[src/rtl/fz_pkg.sv]
package fz_pkg;
    localparam int ERR_TERMS  = 4;
    localparam int RATE_TERMS = 3;
    localparam int N_RULES    = ERR_TERMS * RATE_TERMS;
    localparam int N_CLASS    = 3;
    localparam int CLS_W      = 2;

    typedef enum logic [CLS_W-1:0] {
        CLS_SLOW = 2'd0,
        CLS_MOD  = 2'd1,
        CLS_FAST = 2'd2,
        CLS_NONE = 2'd3
    } out_class_e;
endpackage

[src/rtl/fz_rule_eval.sv]
module fz_rule_eval
    import fz_pkg::*;
#(
    parameter int                       DEG_W    = 14,
    parameter logic [2*N_RULES-1:0]     RULE_MAP = 24'hA65510
) (
    input  logic [ERR_TERMS*DEG_W-1:0]  err_deg,
    input  logic [RATE_TERMS*DEG_W-1:0] rate_deg,
    output logic [N_CLASS*DEG_W-1:0]    cls_str
);
    logic [DEG_W-1:0] rule_str [N_RULES];
    logic [CLS_W-1:0] rule_cls [N_RULES];
    logic [DEG_W-1:0] agg      [N_CLASS];

    for (genvar e = 0; e < ERR_TERMS; e++) begin : g_err
        for (genvar r = 0; r < RATE_TERMS; r++) begin : g_rate
            localparam int IDX = e * RATE_TERMS + r;
            logic [DEG_W-1:0] a_deg, b_deg;
            assign a_deg         = err_deg[e*DEG_W +: DEG_W];
            assign b_deg         = rate_deg[r*DEG_W +: DEG_W];
            assign rule_str[IDX] = (a_deg < b_deg) ? a_deg : b_deg;
            assign rule_cls[IDX] = RULE_MAP[2*IDX +: 2];
        end
    end

    always_comb begin
        for (int c = 0; c < N_CLASS; c++) begin
            agg[c] = '0;
            for (int i = 0; i < N_RULES; i++) begin
                if (rule_cls[i] == c[CLS_W-1:0] && rule_str[i] > agg[c]) begin
                    agg[c] = rule_str[i];
                end
            end
        end
    end

    for (genvar c = 0; c < N_CLASS; c++) begin : g_out
        assign cls_str[c*DEG_W +: DEG_W] = agg[c];
    end
endmodule

[src/rtl/fz_wavg_sum.sv]
module fz_wavg_sum
    import fz_pkg::*;
#(
    parameter int               DEG_W     = 14,
    parameter int               OUT_W     = 12,
    parameter logic [OUT_W-1:0] SING_SLOW = 12'd512,
    parameter logic [OUT_W-1:0] SING_MOD  = 12'd2048,
    parameter logic [OUT_W-1:0] SING_FAST = 12'd3840,
    localparam int              NUM_W     = DEG_W + OUT_W + 2,
    localparam int              DEN_W     = DEG_W + 2
) (
    input  logic [N_CLASS*DEG_W-1:0] cls_str,
    output logic [NUM_W-1:0]         num,
    output logic [DEN_W-1:0]         den
);
    localparam logic [N_CLASS*OUT_W-1:0] SING_PK = {SING_FAST, SING_MOD, SING_SLOW};

    logic [NUM_W-1:0] prod [N_CLASS];
    logic [DEN_W-1:0] wide [N_CLASS];

    for (genvar c = 0; c < N_CLASS; c++) begin : g_mac
        assign wide[c] = DEN_W'(cls_str[c*DEG_W +: DEG_W]);
        assign prod[c] = NUM_W'(cls_str[c*DEG_W +: DEG_W]) * NUM_W'(SING_PK[c*OUT_W +: OUT_W]);
    end

    always_comb begin
        num = '0;
        den = '0;
        for (int c = 0; c < N_CLASS; c++) begin
            num = num + prod[c];
            den = den + wide[c];
        end
    end
endmodule

[src/rtl/fz_seq_div.sv]
module fz_seq_div #(
    parameter int  NUM_W = 28,
    parameter int  DEN_W = 16,
    localparam int CNT_W = $clog2(NUM_W)
) (
    input  logic             clk,
    input  logic             rst_n,
    input  logic             start,
    input  logic [NUM_W-1:0] num,
    input  logic [DEN_W-1:0] den,
    output logic             busy,
    output logic             done,
    output logic [NUM_W-1:0] quo
);
    typedef struct packed {
        logic             busy;
        logic             done;
        logic [CNT_W-1:0] cnt;
        logic [DEN_W-1:0] dsr;
        logic [DEN_W-1:0] rem;
        logic [NUM_W-1:0] quo;
    } div_st_t;

    div_st_t      st_d, st_q;
    logic [DEN_W:0] part;
    logic           qbit;

    always_comb begin
        st_d      = st_q;
        st_d.done = 1'b0;
        part      = '0;
        qbit      = 1'b0;
        if (st_q.busy) begin
            part = {st_q.rem, st_q.quo[NUM_W-1]};
            if (part >= {1'b0, st_q.dsr}) begin
                part = part - {1'b0, st_q.dsr};
                qbit = 1'b1;
            end
            st_d.rem = part[DEN_W-1:0];
            st_d.quo = {st_q.quo[NUM_W-2:0], qbit};
            if (st_q.cnt == '0) begin
                st_d.busy = 1'b0;
                st_d.done = 1'b1;
            end else begin
                st_d.cnt = st_q.cnt - 1'b1;
            end
        end else if (start) begin
            st_d.busy = 1'b1;
            st_d.cnt  = CNT_W'(NUM_W - 1);
            st_d.dsr  = den;
            st_d.rem  = '0;
            st_d.quo  = num;
        end
    end

    always_ff @(posedge clk) begin
        if (!rst_n) st_q <= '0;
        else        st_q <= st_d;
    end

    assign busy = st_q.busy;
    assign done = st_q.done;
    assign quo  = st_q.quo;
endmodule

[src/rtl/fuzzy_minmax_defuzz.sv]
module fuzzy_minmax_defuzz
    import fz_pkg::*;
#(
    parameter int                   DEG_W     = 14,
    parameter int                   OUT_W     = 12,
    parameter logic [OUT_W-1:0]     SING_SLOW = 12'd512,
    parameter logic [OUT_W-1:0]     SING_MOD  = 12'd2048,
    parameter logic [OUT_W-1:0]     SING_FAST = 12'd3840,
    parameter logic [2*N_RULES-1:0] RULE_MAP  = 24'hA65510
) (
    input  logic                        clk,
    input  logic                        rst_n,
    input  logic                        in_valid,
    input  logic [ERR_TERMS*DEG_W-1:0]  err_deg,
    input  logic [RATE_TERMS*DEG_W-1:0] rate_deg,
    output logic                        busy,
    output logic                        out_valid,
    output logic [OUT_W-1:0]            out_val
);
    localparam int NUM_W = DEG_W + OUT_W + 2;
    localparam int DEN_W = DEG_W + 2;

    typedef struct packed {
        logic             out_valid;
        logic [OUT_W-1:0] out_val;
    } top_st_t;

    top_st_t                  st_d, st_q;
    logic [N_CLASS*DEG_W-1:0] cls_str;
    logic [NUM_W-1:0]         num_sum;
    logic [DEN_W-1:0]         den_sum;
    logic                     accept, den_zero, div_start;
    logic                     div_busy, div_done;
    logic [NUM_W-1:0]         div_quo;
    logic [OUT_W-1:0]         quo_sat;

    fz_rule_eval #(.DEG_W(DEG_W), .RULE_MAP(RULE_MAP)) i_rules (
        .err_deg (err_deg),
        .rate_deg(rate_deg),
        .cls_str (cls_str)
    );

    fz_wavg_sum #(
        .DEG_W(DEG_W), .OUT_W(OUT_W),
        .SING_SLOW(SING_SLOW), .SING_MOD(SING_MOD), .SING_FAST(SING_FAST)
    ) i_sum (
        .cls_str(cls_str),
        .num    (num_sum),
        .den    (den_sum)
    );

    fz_seq_div #(.NUM_W(NUM_W), .DEN_W(DEN_W)) i_div (
        .clk  (clk),
        .rst_n(rst_n),
        .start(div_start),
        .num  (num_sum),
        .den  (den_sum),
        .busy (div_busy),
        .done (div_done),
        .quo  (div_quo)
    );

    assign busy      = div_busy | div_done | st_q.out_valid;
    assign accept    = in_valid & ~busy;
    assign den_zero  = (den_sum == '0);
    assign div_start = accept & ~den_zero;
    assign quo_sat   = (|div_quo[NUM_W-1:OUT_W]) ? {OUT_W{1'b1}} : div_quo[OUT_W-1:0];

    always_comb begin
        st_d           = st_q;
        st_d.out_valid = 1'b0;
        if (accept && den_zero) begin
            st_d.out_valid = 1'b1;
            st_d.out_val   = '0;
        end else if (div_done) begin
            st_d.out_valid = 1'b1;
            st_d.out_val   = quo_sat;
        end
    end

    always_ff @(posedge clk) begin
        if (!rst_n) st_q <= '0;
        else        st_q <= st_d;
    end

    assign out_valid = st_q.out_valid;
    assign out_val   = st_q.out_val;
endmodule

[config.mk]
export PLATFORM = sky130hd
export DESIGN_NAME = fuzzy_minmax_defuzz
export DESIGN_NICKNAME = d
export VERILOG_FILES = /design/src/rtl/fz_pkg.sv /design/src/rtl/fz_rule_eval.sv /design/src/rtl/fz_wavg_sum.sv /design/src/rtl/fz_seq_div.sv /design/src/rtl/fuzzy_minmax_defuzz.sv
export SDC_FILE = /design/constraint.sdc
export NUM_CORES = 1
export LEC_CHECK = 0
export BUFFER_PORTS_ARGS = -buffer_cell sky130_fd_sc_hd__clkbuf_2
export CELL_PAD_IN_SITES_DETAIL_PLACEMENT = 0
export CELL_PAD_IN_SITES_GLOBAL_PLACEMENT = 1
export CORE_MARGIN = 2
export CORE_UTILIZATION = 30
export CTS_CLUSTER_DIAMETER = 150
export DETAILED_ROUTE_END_ITERATION = 8
export PLACE_DENSITY_LB_ADDON = 0.1
export SYNTH_ARGS = -nofsm -noshare
export SYNTH_HDL_FRONTEND = slang
export SYNTH_SLANG_ARGS = --single-unit
[constraint.sdc]
create_clock -name clk -period 33.2 [get_ports clk]
set_input_delay 6.64 -clock clk [delete_from_list [all_inputs] [get_ports clk]]
set_output_delay 6.64 -clock clk [all_outputs]
set_load 0.05 [all_outputs]
* Yosys cells after proc, flatten, opt, wreduce, memory -nomap -nowiden
Index checks and enable logic that the tools add are counted.
** Word-level totals
- Register bits :: 80
- Input port bits :: 101
- Output and inout port bits :: 14
** Cells by class
- Add/sub/neg operators :: 6
- Multiply operators :: 1
- Order comparisons :: 25
- Equality and inequality tests :: 1
- Multiplexer cells :: 36
- Bitwise gates (word level) :: 8
- Reduce and logical (&&, ||, !) cells :: 9
** Operators by type and width (count)
- 14-bit 2-to-1 mux :: 24
- 14-bit less-than comparator :: 12
- 14-bit greater-than comparator :: 9
- 65-bit 2-to-1 mux :: 1
- 44-bit 2-to-1 mux :: 1
- 14-bit by 1-bit greater-than comparator with 1-bit output (second input constant) :: 3
- 28-bit by 26-bit adder with 28-bit output :: 1
- 23-bit by 25-bit adder with 26-bit output :: 1
- 13-bit 2-to-1 mux :: 2
- 14-bit by 4-bit multiplier with 18-bit output (second input constant) :: 1
- 17-bit by 16-bit greater-or-equal comparator with 1-bit output :: 1
- 16-bit by 14-bit adder with 16-bit output :: 1
- 16-bit zero test :: 1
- 16-bit 2-to-1 mux :: 1
- 16-bit OR reduction :: 1
- 16-bit subtractor :: 1
- 14-bit by 14-bit adder with 15-bit output :: 1
- 12-bit 2-to-1 mux :: 1
- 5-bit 2-to-1 mux :: 2
- 2-bit AND reduction :: 3
- 5-bit zero test :: 1
- 5-bit by 1-bit subtractor with 5-bit output (second input constant) :: 1
- 1-bit NOT :: 4
- 1-bit 2-to-1 mux :: 3
- other kinds (7) :: 9

* Depth between registers and ports, before layout
- Depth after elaboration :: 21
- Gate-level depth with buffers :: 88
- Mapped depth without buffers :: 80

* Modules after synthesis
Synthesis repeated with hierarchy kept, for this count alone.
** Second synthesis, totals
- Cell total of the unflattened synthesis :: 2252
- Area total of the unflattened synthesis :: 18320.1 um^2
** By module, submodules not included
- fz_rule_eval :: instances 1, cells each 1318, area each 10267.3 um^2
- fz_seq_div :: instances 1, cells each 492, area each 3997.6 um^2
- fz_wavg_sum :: instances 1, cells each 396, area each 3499.6 um^2
- fuzzy_minmax_defuzz :: instances 1, cells each 46, area each 555.5 um^2

* Least setup slack after synthesis
Ideal clock, no wire load.
- Path type :: input port to flip-flop
- Start :: input rate_deg[19]
- End :: register i_div.st_q (netlist bit i_div.quo[13])
- Library setup time :: 70 ps
- Arrival time :: 21708 ps
- Data required time :: 33130 ps
- Path slack :: 11421 ps
- Cell stages on the path :: 80
- Buffers on the path :: 9
- Cells stage by stage :: inv_1 > ha_1 > o21ai_0 > a2111oi_0 > a211o_1 > buf_6 > clkbuf_1 > mux2_2 > ha_1 > nand4_1 > nor2_1 > o31ai_1 > a31oi_1 > mux2_2 > ha_1 > nand4_1 > a31oi_1 > a211oi_1 > [44 not listed] > o21bai_1 > a21oi_1 > o21bai_1 > a21oi_1 > o21bai_1 > a21oi_1 > o21bai_1 > a21oi_1 > xnor2_1 > ha_1 > a21oi_1 > o21ai_0 > xor2_1 > a31oi_1 > clkbuf_1 > buf_1 > a22oi_1 > a21oi_1
** Between the ends
- Longest elaborated chain between the ends :: 18
** RTL lines
- start: declaration :: RTL line fuzzy_minmax_defuzz.sv:15 : input logic [RATE_TERMS*DEG_W-1:0] rate_deg,
- 14-bit less-than comparator :: RTL line fz_rule_eval.sv:21 : assign rule_str[IDX] = (a_deg < b_deg) ? a_deg : b_deg;
- 14-bit 2-to-1 mux :: RTL line fz_rule_eval.sv:21
- 14-bit greater-than comparator :: RTL line fz_rule_eval.sv:30 : if (rule_cls[i] == c[CLS_W-1:0] && rule_str[i] > agg[c]) begin
- 14-bit 2-to-1 mux :: RTL line fz_rule_eval.sv:30
- 14-bit greater-than comparator :: RTL line fz_rule_eval.sv:30
- 14-bit 2-to-1 mux :: RTL line fz_rule_eval.sv:30
- 14-bit greater-than comparator :: RTL line fz_rule_eval.sv:30
- 14-bit 2-to-1 mux :: RTL line fz_rule_eval.sv:30
- [2 not listed]
- 14-bit greater-than comparator :: RTL line fz_rule_eval.sv:30
- 14-bit 2-to-1 mux :: RTL line fz_rule_eval.sv:30
- 14-bit by 14-bit adder with 15-bit output :: RTL line fz_wavg_sum.sv:31 : den = den + wide[c];
- 16-bit by 14-bit adder with 16-bit output :: RTL line fz_wavg_sum.sv:31
- 16-bit zero test :: RTL line fuzzy_minmax_defuzz.sv:65 : assign den_zero = (den_sum == '0);
- 1-bit NOT :: RTL line fuzzy_minmax_defuzz.sv:66 : assign div_start = accept & ~den_zero;
- 1-bit AND :: RTL line fuzzy_minmax_defuzz.sv:66
- 2-bit nonzero test (no line)
- end signal: assignment :: RTL line fz_seq_div.sv:58 : else st_q <= st_d;
- end: declaration :: RTL line fz_seq_div.sv:24 : div_st_t st_d, st_q;
Parallel ways exist; a longest one is shown, timed or not. The select of a mux whose other input is x is not followed.
A chain may end at the register's enable or synchronous reset.

* Worst setup path after layout
- Start :: input rate_deg[37]
- End :: register i_div.st_q (netlist bit i_div.quo[25])
** Between the ends
- Longest elaborated chain between the ends :: 20
** RTL lines (RTL line)
- 14-bit less-than comparator :: fz_rule_eval.sv:21
- 14-bit 2-to-1 mux :: fz_rule_eval.sv:21
- 14-bit by 1-bit greater-than comparator with 1-bit output
- 14-bit 2-to-1 mux :: fz_rule_eval.sv:30
- 14-bit greater-than comparator :: fz_rule_eval.sv:30
- 14-bit 2-to-1 mux :: fz_rule_eval.sv:30
- 14-bit greater-than comparator :: fz_rule_eval.sv:30
- 14-bit 2-to-1 mux :: fz_rule_eval.sv:30
- [4 not listed]
- 14-bit greater-than comparator :: fz_rule_eval.sv:30
- 14-bit 2-to-1 mux :: fz_rule_eval.sv:30
- 14-bit by 14-bit adder with 15-bit output :: fz_wavg_sum.sv:31
- 16-bit by 14-bit adder with 16-bit output :: fz_wavg_sum.sv:31
- 16-bit zero test :: fuzzy_minmax_defuzz.sv:65
- 1-bit NOT :: fuzzy_minmax_defuzz.sv:66
- 1-bit AND :: fuzzy_minmax_defuzz.sv:66
- 2-bit nonzero test (no line)
Parallel ways exist; a longest one is shown, timed or not. The select of a mux whose other input is x is not followed.

==> flow_summary.json <==
{
  "clock_sinks": 80,
  "critPathTopFamily": "compound AO/OA/AOI/OAI gates",
  "synth.distinct_cells": 82,
  "slew_headroom_pct": 22.39,
  "ios": 115,
  "setup_viol": 0,
  "post_cts_resize_count": 0,
  "start_util_pct": 30.16,
  "port_buffers": 114,
  "grt_pass1_wl_um": 99220,
  "maxSlewViolCount": 0,
  "antenna_found_initial": 2,
  "synth_edf_count": 0,
  "period_share_pct": 77.60,
  "cts.clk_slew.worst_paths_ps": 60,
  "dp_hpwl_um": 56180,
  "gr-total-overflow": 0,
  "fin_util_pct": 33.39,
  "cpPeakStageDelay_ps": 960,
  "drive_gt1_share_pct": 11.72,
  "avgSynthCellArea_um2": 8.023,
  "hold_viol_final": 0,
  "dr.first_iter.drc_count": 1024,
  "fin_skew_ps": 8.060,
  "syn_inst": 2107,
  "slowest_stage": "a311o_1",
  "synthTopCellsByArea": "ha_1, dfxtp_1, mux2i_1",
  "cp_max_fo": 41,
  "min_from": "i_div.st_q[43]",
  "ctsHtreeMaxLevel": 3,
  "drt_first_pass_iters": 5,
  "gr-usage-all-layers_pct": 23.16,
  "gp_congestion": 0.8878,
  "max_slew.worst_pin.slew_ps": 1164,
  "path_common_cell": "a21oi_1",
  "die_w_um": 241.4,
  "cts_root_buf": "clkbuf_16",
  "drc": 0,
  "ys.flop_type": "dfxtp_1",
  "vias": 15650,
  "status": "finished, final reports clean",
  "wl_um": 67460,
  "yosysWarnings": 0,
  "first_global_vias": 15290,
  "min_period_ps": 25760,
  "final_common_cell": "ha_1",
  "ys_seq_area_share_pct": 9.474,
  "core_region_area_um2": 56060,
  "setup_ws_ps": 7436,
  "dp_slack_ps": 7415,
  "nNetsFinal": 2702,
  "area_growth_pct": 10.74,
  "numCtsBuffers": 9,
  "cts_buffer_depth": 2,
  "num_rows": 87,
  "cp.arrival_ps": 26040,
  "cp-start-kind": "primary input",
  "async_reset_ff_share_pct": 0,
  "hold_buffers": 0,
  "die_area_um2": 58260,
  "yosys.area.top_type": "ha_1",
  "fin_setup_tns_ps": 0,
  "fmax_mhz": 38.81,
  "die_h_um": 241.4,
  "avgRoutedWirePerCell_um": 22.81,
  "critPathKind": "in -> reg",
  "viasPerCell": 5.290,
  "worstSetupStartpoint": "rate_deg[37]",
  "worstPathRequired_ps": 33480,
  "final_cell_mix": "ha_1, inv_1, a21oi_1, nand2_1, mux2i_1",
  "ys_seq_elements": 80,
  "synth_fp_nets": 2613,
  "clkLatencyLatePin_ps": 350,
  "post_cts_buffers": 0,
  "antenna_left": 0,
  "crit_buf_inv": 3,
  "grt_max_degree": 44,
  "cp-end-kind": "flop",
  "tritoncts": "built",
  "maxCapViolations": 0,
  "reg2reg_from": "i_div.quo[27]",
  "syn_area_um2": 16900,
  "worstHoldPathType": "reg -> reg",
  "rsz0062_at_grt": "no",
  "yosys.area.top_type_share_pct": 27.76
}
[cells by family after synthesis]
| group | share of synthesized area [%] |
|---|---|
| AO/OA/AOI/OAI | 23.54 |
| AND/OR/NAND/NOR | 12.55 |
| adder cells (fa/ha/maj) | 31.31 |
| buffers and inverters | 6.239 |
| multiplexers | 13.52 |
| flip-flops | 9.474 |
| XOR/XNOR | 3.368 |
[per-layer routing]
layer  share of wire (%)  routed length, um  GRT usage, %  up-vias
li1                    -                  -             -     7842
met1                  50              33880         33.24     7458
met2                  43              29060         36.35      284
met3                 4.7               3170         3.749       61
met4                 2.0               1324         4.676        4
met5               0.036                 24             0        -
[stage by stage]
| stage | hold slack (ps) | cell area, um2 | instances |
|---|---|---|---|
| 6_report | 466.5 | 18720 | 2958 |
| 5_1_grt | 496.2 | 18720 | 2957 |
| 4_1_cts | 467.1 | 18720 | 2957 |
| 3_5_place_dp | 453.6 | 18390 | 2941 |
| 3_3_place_gp | 458.9 | 18390 | 2941 |
| 2_1_floorplan | 426.5 | 16910 | 2107 |
[synthesized netlist by cell type, types with 7 or more instances]
master / number
a22o_1: 11
xor2_1: 14
a31oi_1: 17
fa_1: 30
o31a_1: 7
o211ai_1: 8
or3_1: 9
nand2_1: 158
a21o_1: 102
o31ai_1: 8
o21ai_1: 12
o21a_1: 17
nor3_1: 15
inv_1: 209
o21bai_1: 19
mux2_2: 65
nor2b_1: 32
nand3_1: 20
o22ai_1: 12
ha_1: 375
clkbuf_1: 37
a21oi_1: 184
nand4_1: 31
mux2i_1: 144
xnor2_1: 51
a22oi_1: 20
dfxtp_1: 80
a211oi_1: 13
nand2b_1: 33
nor4_1: 11
nor2_1: 110
o21ai_0: 143
[layout make-up]
cell class | instances | area (um2)
Tap cell | 756 | 945.9
Multi-Input combinational cell | 1760 | 14330
Inverter | 210 | 788.3
Antenna cell | 1 | 2.502
Timing Repair Buffer | 135 | 728.2
Clock inverter | 6 | 90.09
Clock buffer | 10 | 239.0
Fill cell | 5895 | 37340
Sequential cell | 80 | 1602
[state kept, by name (all words and copies together) (netlist names)]
signal,cells
out_valid,1
i_div.st_q,37
out_val,12
i_div.busy,1
i_div.quo,28
i_div.done,1
[final timing paths]
check              endpoint  slack (ps)  depth (start not counted)
max           i_div.quo[25]        7440                         75
max reg2reg  i_div.st_q[42]       29470                         16
min reg2reg  i_div.st_q[43]         470                          2
min          i_div.st_q[43]         470                          2
[worst register-to-register path: stages (launching register included)]
cell and delay [ps]:
dfxtp_1 460, inv_1 70, ha_1 260, fa_1 410, nor2b_1 180, o21ai_0 130, a21boi_0 270, o21ai_0 140
a21boi_0 270, o21ai_0 150, a21boi_0 270, o21ai_0 150, a21o_1 220, a21oi_1 240, o21a_1 170, o31ai_1 60
a22o_1 200
Power is left out: the tool's default activity adds up to more than one toggle a clock period on the data nets, which glitch-free logic cannot reach.
